==> src/rtl/vdp_raster_counter.sv <==
module vdp_raster_counter #(
  parameter int H_W = 8,
  parameter int V_W = 9
) (
  input  logic           clk,
  input  logic           rst_n,
  input  logic           slot_en,
  input  logic           legacy_mode,
  input  logic           wide_mode,
  input  logic           pal_mode,
  input  logic           tall_mode,
  output logic [H_W-1:0] hslot,
  output logic [V_W-1:0] vcount,
  output logic           line_adv,
  output logic           vblank,
  output logic           vint
);
  localparam logic [H_W-1:0] GAP_FROM = H_W'(147);
  localparam logic [H_W-1:0] GAP_TO   = H_W'(233);
  localparam logic [H_W-1:0] CHG_LEG  = H_W'(249);
  localparam logic [H_W-1:0] CHG_N32  = H_W'(132);
  localparam logic [H_W-1:0] CHG_N40  = H_W'(165);
  localparam logic [H_W-1:0] VI_LEG   = H_W'(4);
  localparam logic [H_W-1:0] VI_NAT   = H_W'(255);
  localparam logic [V_W-1:0] ACT_LEG  = V_W'(192);
  localparam logic [V_W-1:0] ACT_28   = V_W'(224);
  localparam logic [V_W-1:0] ACT_30   = V_W'(240);
  localparam logic [V_W-1:0] DEST_MIN = V_W'(9'h1CA);
  localparam logic [V_W-1:0] SRC_MIN  = V_W'(9'h0DB);

  logic           leg_q, w40_q, pal_q, tall_q;
  logic           narrow, at_chg, nat_vb_upd;
  logic [H_W-1:0] chg_slot, vi_slot, h_nxt;
  logic [V_W-1:0] act_lines, jmp_from, jmp_to, v_nxt;

  assign narrow    = leg_q | ~w40_q;
  assign chg_slot  = leg_q ? CHG_LEG : (w40_q ? CHG_N40 : CHG_N32);
  assign vi_slot   = leg_q ? VI_LEG : VI_NAT;
  assign act_lines = leg_q ? ACT_LEG : ((pal_q & tall_q) ? ACT_30 : ACT_28);

  always_comb begin
    if (leg_q) begin
      jmp_from = V_W'(9'h0DB); jmp_to = V_W'(9'h1D5);
    end else if (!pal_q) begin
      jmp_from = V_W'(9'h0EB); jmp_to = V_W'(9'h1E5);
    end else if (tall_q) begin
      jmp_from = V_W'(9'h10B); jmp_to = V_W'(9'h1D2);
    end else begin
      jmp_from = V_W'(9'h103); jmp_to = V_W'(9'h1CA);
    end
  end

  assign h_nxt      = (narrow && hslot == GAP_FROM) ? GAP_TO : hslot + H_W'(1);
  assign v_nxt      = (vcount == jmp_from) ? jmp_to : vcount + V_W'(1);
  assign at_chg     = slot_en && hslot == chg_slot;
  assign nat_vb_upd = slot_en && !leg_q && hslot == chg_slot + H_W'(1);

  always_ff @(posedge clk or negedge rst_n) begin
    if (!rst_n) begin
      hslot    <= '0;
      vcount   <= '0;
      line_adv <= 1'b0;
      vblank   <= 1'b0;
      vint     <= 1'b0;
      leg_q    <= 1'b0;
      w40_q    <= 1'b0;
      pal_q    <= 1'b0;
      tall_q   <= 1'b0;
    end else begin
      line_adv <= at_chg;
      vint     <= slot_en && !at_chg && h_nxt == vi_slot && vcount == act_lines;
      if (slot_en) hslot <= h_nxt;
      if (at_chg) begin
        vcount <= v_nxt;
        leg_q  <= legacy_mode;
        w40_q  <= wide_mode;
        pal_q  <= pal_mode;
        tall_q <= tall_mode;
        if (leg_q) vblank <= (v_nxt >= act_lines);
      end else if (nat_vb_upd) begin
        vblank <= (vcount >= act_lines);
      end
    end
  end

  assert_hold_R2: assert property (@(posedge clk) disable iff (!rst_n)
    !slot_en |=> $stable(hslot) && $stable(vcount));

  assert_gap_skip_R3: assert property (@(posedge clk) disable iff (!rst_n)
    slot_en && hslot == GAP_FROM && (leg_q || !w40_q) |=> hslot == GAP_TO);

  assert_line_only_R4: assert property (@(posedge clk) disable iff (!rst_n)
    !$stable(vcount) |-> line_adv);

  assert_line_single_R4: assert property (@(posedge clk) disable iff (!rst_n)
    line_adv |=> !line_adv);

  assert_vstep_R5: assert property (@(posedge clk) disable iff (!rst_n)
    line_adv |-> (vcount == $past(vcount) + V_W'(1)) ||
                 ($past(vcount) >= SRC_MIN && vcount >= DEST_MIN));

  assert_vb_step_R7: assert property (@(posedge clk) disable iff (!rst_n)
    !$stable(vblank) |-> $past(slot_en));

  assert_vint_in_blank_R8: assert property (@(posedge clk) disable iff (!rst_n)
    vint |-> vblank);

  assert_vint_single_R8: assert property (@(posedge clk) disable iff (!rst_n)
    vint |=> !vint);
endmodule

==> config.mk <==
export PLATFORM = sky130hd
export DESIGN_NAME = vdp_raster_counter
export DESIGN_NICKNAME = d
export VERILOG_FILES = /design/src/rtl/vdp_raster_counter.sv
export SDC_FILE = /design/constraint.sdc
export NUM_CORES = 1
export LEC_CHECK = 0
export BUFFER_PORTS_ARGS = -buffer_cell sky130_fd_sc_hd__buf_2
export CELL_PAD_IN_SITES_DETAIL_PLACEMENT = 1
export CELL_PAD_IN_SITES_GLOBAL_PLACEMENT = 2
export CORE_ASPECT_RATIO = 1.25
export CORE_UTILIZATION = 35
export CTS_CLUSTER_SIZE = 8
export DETAILED_ROUTE_END_ITERATION = 7
export GPL_TIMING_DRIVEN = 0
export PLACE_DENSITY_LB_ADDON = 0.05
export SYNTH_ARGS = -nofsm -noshare
export SYNTH_HDL_FRONTEND = slang
export SYNTH_SLANG_ARGS = --single-unit
==> constraint.sdc <==
create_clock -name clk -period 8.2 [get_ports clk]
set_input_delay 0.41 -clock clk [delete_from_list [all_inputs] [get_ports clk]]
set_output_delay 0.41 -clock clk [all_outputs]
set_load 0.05 [all_outputs]
==> results.sh <==
export IMPL_use_met1_pct=26.0
export IMPL_relSlewSlack_pct=61.6
export IMPL_clk_latency_ps=270
export IMPL_path_buf_inv=2
export IMPL_p_leak_nw=0.929
export IMPL_synthToLayoutAreaGrowth_pct=14.1
export IMPL_slew_violations=0
export IMPL_die_area_mm2=0.00564
export IMPL_skew_ps=8.40
export IMPL_overflow=0
export IMPL_totalWireLength_um=5530
export IMPL_grt_pass1_vias=1849
export IMPL_avgSynthCellArea_um2=8.54
export IMPL_ir_drop_mv=0.168
export IMPL_synth_fp_nets=233
export IMPL_path_clk_slew_ps=100
export IMPL_io_pins=27
export IMPL_grt_antenna_before_repair=0
export IMPL_top_usage_layer="met2"
export IMPL_slowest_stage="dfrtp_1"
export IMPL_synth_distinct_cells=54
export IMPL_stdcell_count=311
export IMPL_fp_dieH_um=83.7
export IMPL_place_inst=307
export IMPL_slowest_delay_ps=540
export IMPL_cp_data_arrival_time_ps=4020
export IMPL_grtUsageTotal_pct=21.6
export IMPL_cts_buffers=3
export IMPL_insertedDiodeCount=0
export IMPL_end_kind="register"
export IMPL_netlist_top_cells_area="dfrtp_1 (32%), ha_1 (4.7%), a21oi_1 (4.3%), nand2_1 (3.6%), mux2_2 (3.0%)"
export IMPL_crit_path_frequent_cell="ha_1"
export IMPL_crit_type="register to register"
export IMPL_required_ps=8380
export IMPL_power_density_mw_per_mm2=276
export IMPL_synth_enable_flop_cells=0
export IMPL_max_slew_worst_pin_slew_ps=575
export IMPL_critical_path_top_delay_family="compound AO/OA/AOI/OAI gates"
export IMPL_core_area_mm2=0.00512
export IMPL_async_reset_ff_share_pct=100
export IMPL_dp_slack_ps=4410
export IMPL_setup_ws_ps=4360
export IMPL_cts_setup_buffers=0
export IMPL_antenna_left=0
export IMPL_synth_cells=219
export IMPL_cp_start_kind="register"
export IMPL_cts_max_path_buffers=2
export IMPL_viasPerCell=5.64
export IMPL_crit_chain="ha_1 > clkbuf_1 > nor2b_1 > a22oi_1 > nor3_2 > mux2_2 > ha_1 > inv_1 > a21oi_1 > a2111oi_0 > o211ai_1 > a41oi_1"
export IMPL_ys_warnings_count=0
export IMPL_globalRouteMet3Util_pct=1.78
export IMPL_min_period_over_period_pct=46.8
export IMPL_synth_seq_cells=24
export IMPL_yosysTopAreaCell="dfrtp_1"
export IMPL_io_buffers=26
export IMPL_root_buffer="clkbuf_8"
export IMPL_dpl_hpwl_um=4310
export IMPL_cts_sinks=24
export IMPL_vias=1755
export IMPL_syn_area_mm2=0.00187
export IMPL_cts_tree="yes"
export IMPL_fmax_mhz=260
export IMPL_setup_tns_final_ps=0
export IMPL_grt_max_degree=25
export IMPL_drive_above_1_share_pct=17.7
export IMPL_wl_per_cell_um=17.8
export IMPL_drt_pass1_iter_count=4
export IMPL_ctsResizeCount=0
export IMPL_yosysSeqAreaShare_pct=32.1
export IMPL_reg2reg_slack_ps=4360
export IMPL_start_util_pct=36.5
export IMPL_worstPathMaxFanout=10
export IMPL_die_w_um=67.4
export IMPL_final_hold_violation_count=0
export IMPL_grt_pass1_wl_um=9290
export IMPL_regToRegStartpoint="vcount[0]"
export IMPL_outcome="finished, final reports clean"
export IMPL_drc=0
export IMPL_htreeDepth=1
export IMPL_yosysTopAreaCellShare_pct=32.1
export IMPL_drt_iter0_drc=63
export IMPL_r2r_cells=12
export IMPL_min_path_type="primary input to asynchronous set/reset pin"
export IMPL_place_congestion=0.783
export IMPL_rr_endpoint="vblank"
export IMPL_layout_min_cycle_time_ps=3840
export IMPL_fp_row_count=29
export IMPL_finalSetupViolCount=0
export IMPL_synthFlopType="dfrtp_1"
export IMPL_use_met2_pct=40.3
export IMPL_rsz0062_at_grt="no"
export IMPL_layout_nets=264
export IMPL_cts_hold_buf=0
export IMPL_maxCapViolCount=0
[layer usage]
metal	wire, µm	up-vias	share of wire (%)
met4	24	0	0.43
met5	0	-	0
li1	-	867	-
met2	3090	15	56
met1	2340	871	42
met3	80	2	1.4
[layout make-up]
type                    count  area [µm²]
fillers                   628        2980
multi-input cells         166        1140
flip-flops and latches     24         601
repair buffers             26         130
plain buffers              15        78.8
well taps                  62        77.6
clock buffers               4        55.1
inverters                  14        52.6
[stage by stage]
step                utilization [%]  hold WS, ps  area, µm²  power [W]
CTS                            41.7          141       2130   0.000596
detailed placement             40.6          437       2080   0.000512
finish                         41.7          125       2130   0.000590
global placement               40.6          439       2080   0.000507
global route                   41.7          167       2130   0.000635
floorplan                         -          114       1870   0.000425
[sequential cells by signal, summed over array words and instances (netlist names)]
register  count
vcount        9
hslot         8
leg_q         1
line_adv      1
pal_q         1
tall_q        1
vblank        1
vint          1
w40_q         1
[worst max-delay path by stage]
stage                     startpoint      to  slack (ps)  cells after the start
after floorplan            vcount[0]  vblank        4830                     12
after global placement     vcount[0]  vblank        4360                     12
after detailed placement   vcount[0]  vblank        4410                     12
after CTS                  vcount[0]  vblank        4370                     12
after global routing       vcount[0]  vblank        4130                     12
final                      vcount[0]  vblank        4360                     12
[report_power, final]
| part | switching [W] | total, W | leakage, nW | internal, W |
|---|---|---|---|---|
| Clock | 0.0000401 | 0.0000830 | 0.0288 | 0.0000429 |
| Sequential | 0.0000363 | 0.000182 | 0.287 | 0.000146 |
| Combinational | 0.000220 | 0.000324 | 0.614 | 0.000104 |
| Total | 0.000296 | 0.000590 | 0.929 | 0.000293 |
[worst reg2reg max path: stages (launching register included)]
cell	delay, ps
dfrtp_1	540
ha_1	200
clkbuf_1	310
nor2b_1	350
a22oi_1	250
nor3_2	500
mux2_2	430
ha_1	200
inv_1	50
a21oi_1	100
a2111oi_0	410
o211ai_1	170
a41oi_1	240
[synth_stat cells, drive strengths merged (2+ instances only)]
cell type  count
buf            6
nand3          7
or3            5
nand4b         3
nor3b          3
nand4          7
dfrtp         24
a22oi          2
nor3           4
mux2i          4
o21ai         11
nand2b         2
nor4b          3
a21o           2
mux2           5
o31ai          3
nor2          13
nor2b          4
xor2           6
and3b          2
nand2         18
and4           3
o211ai         2
ha             7
o41a           2
clkbuf         9
xnor2          4
and2           3
inv           14
nor4bb         2
and3           2
a21oi         16
a31oi          3
[cell usage in the layout (no fill, tap or decap), types with 4 or more instances in the layout]
| cell | synthesis | routed |
|---|---|---|
| buf_2 | 3 | 29 |
| nor2_1 | 13 | 13 |
| or3_1 | 5 | 5 |
| nand2_1 | 18 | 18 |
| inv_1 | 14 | 14 |
| xor2_1 | 6 | 6 |
| o21ai_0 | 11 | 11 |
| dfrtp_1 | 24 | 24 |
| a21oi_1 | 16 | 16 |
| nand4_1 | 7 | 7 |
| xnor2_1 | 4 | 4 |
| nor2b_1 | 4 | 4 |
| mux2i_1 | 4 | 4 |
| ha_1 | 7 | 7 |
| clkbuf_8 | 0 | 4 |
| nand3_1 | 7 | 7 |
| clkbuf_1 | 9 | 9 |
| mux2_2 | 5 | 5 |
[cells by family after synthesis]
group | after synthesis | synth area share, %
multiplexers | 9 | 5.15
XOR/XNOR | 10 | 4.69
AO/OA/AOI/OAI | 55 | 19.8
AND/OR/NAND/NOR | 85 | 26.5
adder cells (fa/ha/maj) | 7 | 4.69
buffers and inverters | 29 | 7.03
flip-flops | 24 | 32.1
Power figures use the tool's default switching activity.
